==> config.mk <==
export PLATFORM = sky130hd
export DESIGN_NAME = dat_blk_writer
export DESIGN_NICKNAME = d
export VERILOG_FILES = /design/src/rtl/dbw_pkg.sv /design/src/rtl/dbw_crc16.sv /design/src/rtl/dbw_byte_feed.sv /design/src/rtl/dbw_reply_rx.sv /design/src/rtl/dat_blk_writer.sv
export SDC_FILE = /design/constraint.sdc
export NUM_CORES = 1
export LEC_CHECK = 0
export ABC_AREA = 0
export CAP_MARGIN = 0
export CORE_MARGIN = 5
export CORE_UTILIZATION = 35
export CTS_BUF_LIST = sky130_fd_sc_hd__clkbuf_8
export CTS_CLUSTER_SIZE = 28
export DETAILED_ROUTE_END_ITERATION = 8
export GPL_TIMING_DRIVEN = 0
export PLACE_DENSITY = 0.49
export SYNTH_ARGS = -nofsm -noshare
export SYNTH_HDL_FRONTEND = slang
export SYNTH_SLANG_ARGS = --single-unit
==> constraint.sdc <==
create_clock -name clk_i -period 2.6 [get_ports clk_i]
set_input_delay 0.78 -clock clk_i [delete_from_list [all_inputs] [get_ports clk_i]]
set_output_delay 0.78 -clock clk_i [all_outputs]
set_load 0.01 [all_outputs]
==> src/rtl/dbw_pkg.sv <==
package dbw_pkg;
  typedef enum logic [3:0] {
    S_IDLE, S_FETCH, S_SOF, S_DATA, S_CRC, S_EOF,
    S_TURN, S_WSTAT, S_STAT, S_SEND, S_BUSY
  } dbw_state_e;

  localparam logic [15:0] CRC16_POLY = 16'h1021;
  localparam logic [2:0]  STAT_OK    = 3'b010;
endpackage

==> src/rtl/dbw_crc16.sv <==
module dbw_crc16 #(
  parameter logic [15:0] POLY = dbw_pkg::CRC16_POLY
) (
  input  logic clk_i,
  input  logic rst_ni,
  input  logic clr_i,
  input  logic upd_i,
  input  logic bit_i,
  input  logic shift_i,
  output logic msb_o
);
  logic [15:0] crc_q;
  logic        fb;

  assign fb    = crc_q[15] ^ bit_i;
  assign msb_o = crc_q[15];

  always_ff @(posedge clk_i or negedge rst_ni) begin
    if (!rst_ni)       crc_q <= '0;
    else if (clr_i)    crc_q <= '0;
    else if (upd_i)    crc_q <= {crc_q[14:0], 1'b0} ^ (fb ? POLY : 16'h0000);
    else if (shift_i)  crc_q <= {crc_q[14:0], 1'b0};
  end
endmodule

==> src/rtl/dbw_byte_feed.sv <==
module dbw_byte_feed #(
  parameter int BLK_BYTES = 512
) (
  input  logic       clk_i,
  input  logic       rst_ni,
  input  logic       clr_i,
  input  logic       en_i,
  input  logic [7:0] data_i,
  input  logic       valid_i,
  input  logic       load_i,
  input  logic       shift_i,
  output logic       ready_o,
  output logic       full_o,
  output logic       msb_o
);
  localparam int CW = $clog2(BLK_BYTES + 1);
  localparam logic [CW-1:0] NBYTES = CW'(BLK_BYTES);

  logic [7:0]    buf_q, sh_q;
  logic          full_q, take;
  logic [CW-1:0] fetched_q;

  assign ready_o = en_i && !full_q && (fetched_q < NBYTES);
  assign take    = ready_o && valid_i;
  assign full_o  = full_q;
  assign msb_o   = sh_q[7];

  always_ff @(posedge clk_i or negedge rst_ni) begin
    if (!rst_ni) begin
      buf_q     <= '0;
      sh_q      <= '0;
      full_q    <= 1'b0;
      fetched_q <= '0;
    end else if (clr_i) begin
      full_q    <= 1'b0;
      fetched_q <= '0;
    end else begin
      if (take) begin
        buf_q     <= data_i;
        fetched_q <= fetched_q + 1'b1;
      end
      full_q <= take | (full_q & ~load_i);
      if (load_i)       sh_q <= buf_q;
      else if (shift_i) sh_q <= {sh_q[6:0], 1'b0};
    end
  end

  // lookahead must hold a byte whenever the shifter reloads
  assert_load_has_byte_R2: assert property (@(posedge clk_i) disable iff (!rst_ni)
    load_i |-> full_q);
endmodule

==> src/rtl/dbw_reply_rx.sv <==
module dbw_reply_rx (
  input  logic       clk_i,
  input  logic       rst_ni,
  input  logic       clr_i,
  input  logic       shift_i,
  input  logic       bit_i,
  output logic [7:0] status_o,
  output logic       ok_o
);
  logic [7:0] st_q;

  always_ff @(posedge clk_i or negedge rst_ni) begin
    if (!rst_ni)      st_q <= '0;
    else if (clr_i)   st_q <= '0;
    else if (shift_i) st_q <= {st_q[6:0], bit_i};
  end

  assign status_o = st_q;
  assign ok_o     = (st_q[2:0] == dbw_pkg::STAT_OK);
endmodule

==> src/rtl/dat_blk_writer.sv <==
module dat_blk_writer #(
  parameter int BLK_BYTES = 512,
  parameter int STAT_WAIT = 16,
  parameter int TURN_CYC  = 2,
  parameter int BUSY_W    = 16
) (
  input  logic              clk_i,
  input  logic              rst_ni,
  input  logic              start_i,
  input  logic [BUSY_W-1:0] busy_limit_i,
  input  logic [7:0]        data_i,
  input  logic              data_valid_i,
  output logic              data_ready_o,
  output logic              dat_oe_o,
  output logic              dat_o,
  input  logic              dat_i,
  output logic              done_o,
  output logic              accepted_o,
  output logic              crc_err_o,
  output logic              timeout_o
);
  import dbw_pkg::*;

  localparam int BYTE_W = (BLK_BYTES > 1) ? $clog2(BLK_BYTES) : 1;
  localparam int CNT_W  = (BUSY_W > 6) ? BUSY_W : 6;
  localparam logic [BYTE_W-1:0] LAST_BYTE = BYTE_W'(BLK_BYTES - 1);
  localparam logic [CNT_W-1:0]  CRC_LAST  = CNT_W'(15);
  localparam logic [CNT_W-1:0]  TURN_LAST = CNT_W'(TURN_CYC - 1);
  localparam logic [CNT_W-1:0]  WAIT_LAST = CNT_W'(STAT_WAIT - 1);
  localparam logic [CNT_W-1:0]  STAT_LAST = CNT_W'(7);

  dbw_state_e        state_q;
  logic [2:0]        bit_q;
  logic [BYTE_W-1:0] byte_q;
  logic [CNT_W-1:0]  cnt_q;
  logic              done_q, acc_q, cerr_q, tmo_q;

  logic begin_xfer;
  logic feed_en, feed_load, feed_shift, feed_full, feed_msb;
  logic crc_upd, crc_shift, crc_msb;
  logic rx_shift, rx_ok;
  logic [7:0] rx_status;

  assign begin_xfer = (state_q == S_IDLE) && start_i;

  dbw_byte_feed #(.BLK_BYTES(BLK_BYTES)) u_feed (
    .clk_i(clk_i), .rst_ni(rst_ni), .clr_i(begin_xfer), .en_i(feed_en),
    .data_i(data_i), .valid_i(data_valid_i), .load_i(feed_load),
    .shift_i(feed_shift), .ready_o(data_ready_o), .full_o(feed_full),
    .msb_o(feed_msb)
  );

  dbw_crc16 u_crc (
    .clk_i(clk_i), .rst_ni(rst_ni), .clr_i(begin_xfer), .upd_i(crc_upd),
    .bit_i(feed_msb), .shift_i(crc_shift), .msb_o(crc_msb)
  );

  dbw_reply_rx u_rx (
    .clk_i(clk_i), .rst_ni(rst_ni), .clr_i(begin_xfer), .shift_i(rx_shift),
    .bit_i(dat_i), .status_o(rx_status), .ok_o(rx_ok)
  );

  always_comb begin
    dat_oe_o   = 1'b0;
    dat_o      = 1'b1;
    feed_en    = 1'b0;
    feed_load  = 1'b0;
    feed_shift = 1'b0;
    crc_upd    = 1'b0;
    crc_shift  = 1'b0;
    rx_shift   = 1'b0;
    unique case (state_q)
      S_FETCH: begin
        feed_en   = 1'b1;
        feed_load = feed_full;
      end
      S_SOF: begin
        dat_oe_o = 1'b1;
        dat_o    = 1'b0;
        feed_en  = 1'b1;
      end
      S_DATA: begin
        dat_oe_o = 1'b1;
        dat_o    = feed_msb;
        feed_en  = 1'b1;
        crc_upd  = 1'b1;
        if (bit_q == 3'd7) feed_load  = (byte_q != LAST_BYTE);
        else               feed_shift = 1'b1;
      end
      S_CRC: begin
        dat_oe_o  = 1'b1;
        dat_o     = crc_msb;
        crc_shift = 1'b1;
      end
      S_EOF: begin
        dat_oe_o = 1'b1;
        dat_o    = 1'b1;
      end
      S_STAT:  rx_shift = 1'b1;
      default: ;
    endcase
  end

  always_ff @(posedge clk_i or negedge rst_ni) begin
    if (!rst_ni) begin
      state_q <= S_IDLE;
      bit_q   <= '0;
      byte_q  <= '0;
      cnt_q   <= '0;
      done_q  <= 1'b0;
      acc_q   <= 1'b0;
      cerr_q  <= 1'b0;
      tmo_q   <= 1'b0;
    end else begin
      done_q <= 1'b0;
      unique case (state_q)
        S_IDLE: if (start_i) begin
          state_q <= S_FETCH;
          acc_q   <= 1'b0;
          cerr_q  <= 1'b0;
          tmo_q   <= 1'b0;
        end
        S_FETCH: if (feed_full) state_q <= S_SOF;
        S_SOF: begin
          state_q <= S_DATA;
          bit_q   <= '0;
          byte_q  <= '0;
        end
        S_DATA: begin
          bit_q <= bit_q + 3'd1;
          if (bit_q == 3'd7) begin
            if (byte_q == LAST_BYTE) begin
              state_q <= S_CRC;
              cnt_q   <= '0;
            end else begin
              byte_q <= byte_q + 1'b1;
            end
          end
        end
        S_CRC: begin
          if (cnt_q == CRC_LAST) state_q <= S_EOF;
          else                   cnt_q   <= cnt_q + 1'b1;
        end
        S_EOF: begin
          state_q <= S_TURN;
          cnt_q   <= '0;
        end
        S_TURN: begin
          if (cnt_q == TURN_LAST) begin
            state_q <= S_WSTAT;
            cnt_q   <= '0;
          end else begin
            cnt_q <= cnt_q + 1'b1;
          end
        end
        S_WSTAT: begin
          if (!dat_i) begin
            state_q <= S_STAT;
            cnt_q   <= '0;
          end else if (cnt_q == WAIT_LAST) begin
            state_q <= S_IDLE;
            done_q  <= 1'b1;
            tmo_q   <= 1'b1;
          end else begin
            cnt_q <= cnt_q + 1'b1;
          end
        end
        S_STAT: begin
          if (cnt_q == STAT_LAST) state_q <= S_SEND;
          else                    cnt_q   <= cnt_q + 1'b1;
        end
        S_SEND: begin
          state_q <= S_BUSY;
          cnt_q   <= '0;
        end
        S_BUSY: begin
          if (dat_i || cnt_q == CNT_W'(busy_limit_i)) begin
            state_q <= S_IDLE;
            done_q  <= 1'b1;
            acc_q   <= rx_ok;
            cerr_q  <= ~rx_ok;
            tmo_q   <= ~dat_i;
          end else begin
            cnt_q <= cnt_q + 1'b1;
          end
        end
        default: state_q <= S_IDLE;
      endcase
    end
  end

  assign done_o     = done_q;
  assign accepted_o = acc_q;
  assign crc_err_o  = cerr_q;
  assign timeout_o  = tmo_q;

  assert_sof_low_R1: assert property (@(posedge clk_i) disable iff (!rst_ni)
    $rose(dat_oe_o) |-> !dat_o);
  assert_eof_high_R1: assert property (@(posedge clk_i) disable iff (!rst_ni)
    $fell(dat_oe_o) |-> $past(dat_o));
  assert_flags_excl_R5: assert property (@(posedge clk_i) disable iff (!rst_ni)
    !(accepted_o && crc_err_o));
  assert_tmo_at_done_R7: assert property (@(posedge clk_i) disable iff (!rst_ni)
    $rose(timeout_o) |-> done_o);
  assert_done_pulse_R8: assert property (@(posedge clk_i) disable iff (!rst_ni)
    done_o |=> !done_o);
  assert_status_unused_R5: assert property (@(posedge clk_i) disable iff (!rst_ni)
    done_o && !timeout_o |-> (accepted_o == (rx_status[2:0] == STAT_OK)));
endmodule

==> metrics.md <==
| Metric | Value |
|---|---|
| Status | finished clean |
| Yosys reg bits | 82 |
| Sw power | 2.07 mW |
| Register area share after synthesis | 44.7% |
| Ratio of cells with drive above 1 in the final layout | 12.6% |
| CTS Buf Count | 9 |
| Post-DRT Antenna Nets | 0 |
| Peak VDD IR | 0.328 mV |
| Starting density of the core | 36.1% |
| Die Wd | 125 um |
| Int Power | 3.22 mW |
| Nets | 587 |
| Leak | 2.39 nW |
| Final Slew Violations | 0 |
| Setup Crit Path Kind | in2reg |
| Least-Margin Pin Slew | 0.736 ns |
| Clock buffer depth | 2 |
| CP Capture Type | flop |
| TritonCTS clock tree | done |
| Worst slack at placement | -0.582 ns |
| Antenna Cells | 0 |
| Hold Fails Final Rpt | 0 |
| Max cap viols | 0 |
| First-pass GRT wire length | 18200 um |
| Mapped cell area | 4600 um2 |
| Seq pwr share | 34.9% |
| FMAX | 0.389 GHz |
| Drt pass-1 iters | 4 |
| Die Y | 125 um |
| Initial antenna violation count | 0 |
| Power Total | 5.29 mW |
| DP Cell Count | 705 |
| Final worst slack | 0.0308 ns |
| Worst-Skew Late Latency | 0.37 ns |
| CTS Sinks | 82 |
| Final TNS setup | 0 ns |
| Worst-path clk slew | 0.08 ns |
| Total wire length | 10900 um |
| Gr usage total | 14.2% |
| Largest net degree at the start of global routing | 65 |
| Gr ovfl total | 0 |
| Wire per inst | 15.0 um |
| Sw Share | 39.1% |
| Crit start category | input pin |
| Cell variety after synth | 71 |
| Most used DFF post-synth | dfrtp_1 |
| Die ar. | 15500 um2 |
| Detailed placement HPWL | 7760 um |
| Total number of vias | 3681 |
| # setup viols final | 0 |
| YS warnings | 0 |
| H-Tree Depth | 3 |
| Port bufs | 35 |
| Syn Nets | 533 |
| Clock power frac | 20.3% |
| PwrDens | 963 nW/um2 |
| Final core utilization | 43.1% |
| Number of global-route vias before repair | 3678 |
| Crit path DAT | 2.82 ns |
| GPL Wtd Cong | 0.786 |
| Post-route insts no fill | 727 |
| Worst Setup SP | busy_limit_i[15] |
| CP Max Fanout | 10 |
| Cells after Synth | 497 |
| Minimum clock period | 2.57 ns |
| Min-delay worst type | in2async |
| Gate power share | 44.7% |
| Async set-reset flop share out of synthesis | 100% |
| IO Count | 36 |
| Vias per inst | 5.06 |
| Layout Area Growth over Synthesis | 19.4% |
| Critical R2R Launch | cnt_q[12] |
| Syn_area_per_cell | 9.25 um2 |
| RSZ-0062 raised after global routing | false |
| Number of synthesized flops with an enable pin | 0 |
| Row count | 41 |
| Clk_skew | 0.00869 ns |
| Final Cycle Share | 98.8% |
| Starting DRT DRC Count | 162 |
| Root buf cell | clkbuf_8 |
| Drc violations | 0 |
| Core footprint | 12700 um2 |
| Max-Slew Margin vs Limit | 50.7% |
| CP required | 2.86 ns |
[stage by stage]
| step | hold slack, ns | area, um2 |
|---|---|---|
| finish | 0.287 | 5490 |
| global route | 0.293 | 5490 |
| CTS | 0.284 | 5440 |
| detailed placement | 0.465 | 5190 |
| global placement | 0.463 | 5160 |
| floorplan | 0.446 | 4600 |
[cell type report]
cell class,count,area (um2)
Sequential cell,82,2050
Multi-Input combinational cell,375,2330
Clock buffer,10,138
Clock inverter,5,86.3
Timing Repair Buffer,44,425
Tap cell,172,215
Inverter,11,41.3
Buffer,28,203
Fill cell,1320,7230
[cells in the mapped netlist (all sizes together), types with 2 or more instances]
library cell / count / area share (%)
a211o: 12 / 2.3
a211oi: 3 / 0.76
a21o: 4 / 0.65
a21oi: 23 / 2.6
a22o: 14 / 2.7
a32o: 2 / 0.46
and3: 6 / 0.84
and3b: 2 / 0.38
and4: 2 / 0.38
buf: 16 / 3.2
clkbuf: 13 / 1.1
dfrtp: 82 / 45
ha: 7 / 1.9
inv: 11 / 0.90
mux2i: 12 / 2.6
nand2: 92 / 7.6
nand2b: 7 / 1.0
nand3: 17 / 2.0
nand3b: 2 / 0.33
nand4: 12 / 1.6
nor2: 46 / 3.8
nor3: 8 / 0.98
nor3b: 3 / 0.60
nor4: 5 / 1.6
o21ai: 37 / 4.4
o2bb2ai: 2 / 0.38
or2: 5 / 0.74
or3: 5 / 0.68
or4: 2 / 0.41
xnor2: 19 / 3.6
xor2: 8 / 1.5
[kinds of logic (layout without fill, tap and decap cells)]
kind of cell    after synthesis  count (layout)  synth area share, %
buf+inv                      40              98                 5.20
xor+xnor                     27              27                 5.15
compound gates              109             109                 16.5
fa+ha+maj                     7               7                 1.91
simple gates                219             219                 23.8
flops                        82              82                 44.7
mux                          13              13                 2.86
[power by group through the flow]
stage	clock [mW]	sequential, mW	combinational [mW]
after floorplan	0	1.81	1.65
after global placement	0	1.86	2.22
after detailed placement	0	1.86	2.25
after CTS	1.11	1.85	2.32
after global routing	1.15	1.89	2.64
final	1.08	1.85	2.36
[timing repair]
action / in CTS / in global routing
setup buffers: 3 / 4
hold endpoints to repair: 0 / 0
hold buffers: 0 / 0
cloned: 1 / 0
gates resized for setup: 11 / 3
pin swaps: 5 / 7
setup endpoints to repair: 21 / 20
[routing by layer]
layer  track usage [%]  share of wire, %
met5                 0                 0
met4              5.87               2.0
met3              2.83               3.0
met2              22.5                47
met1              19.0                48
[state kept, by name (all words and copies together), names as in the netlist]
register	flops
u_rx.status_o	3
accepted_o	1
crc_err_o	1
timeout_o	1
done_o	1
cnt_q	16
byte_q	9
u_feed.fetched_q	10
bit_q	3
u_feed.sh_q	8
u_feed.buf_q	8
state_q	4
u_crc.crc_q	16
u_feed.full_o	1
[critical path, stage by stage]
cell and delay [ns]:
clkdlybuf4s50_1 0.51, xnor2_2 0.14, nand4_1 0.19, or4_4 0.54
o21ai_4 0.19, nor3b_2 0.10, buf_6 0.16, a22o_1 0.20
[path summary, 6_finish.rpt]
path	endpoint	slack (ns)	depth (start not counted)
worst max-delay path	cnt_q[13]	0.03	8
worst min-delay path	cnt_q[10]	0.29	1
worst max register to register	cnt_q[13]	0.18	7
worst min register to register	u_feed.buf_q[4]	0.49	2
max in group asynchronous	u_feed.fetched_q[1]	1.70	2
min in group clk_i	u_feed.buf_q[4]	0.49	2
[placed cells by master, fill, tap and decap left out, drive strengths merged, types with 14 or more instances in the layout]
cell / count
a21oi: 23
a22o: 14
buf: 27
clkbuf: 22
clkdlybuf4s50: 31
dfrtp: 82
nand2: 92
nand3: 17
nor2: 46
o21ai: 37
xnor2: 19
Note: power is estimated with default switching activity, not from simulation.
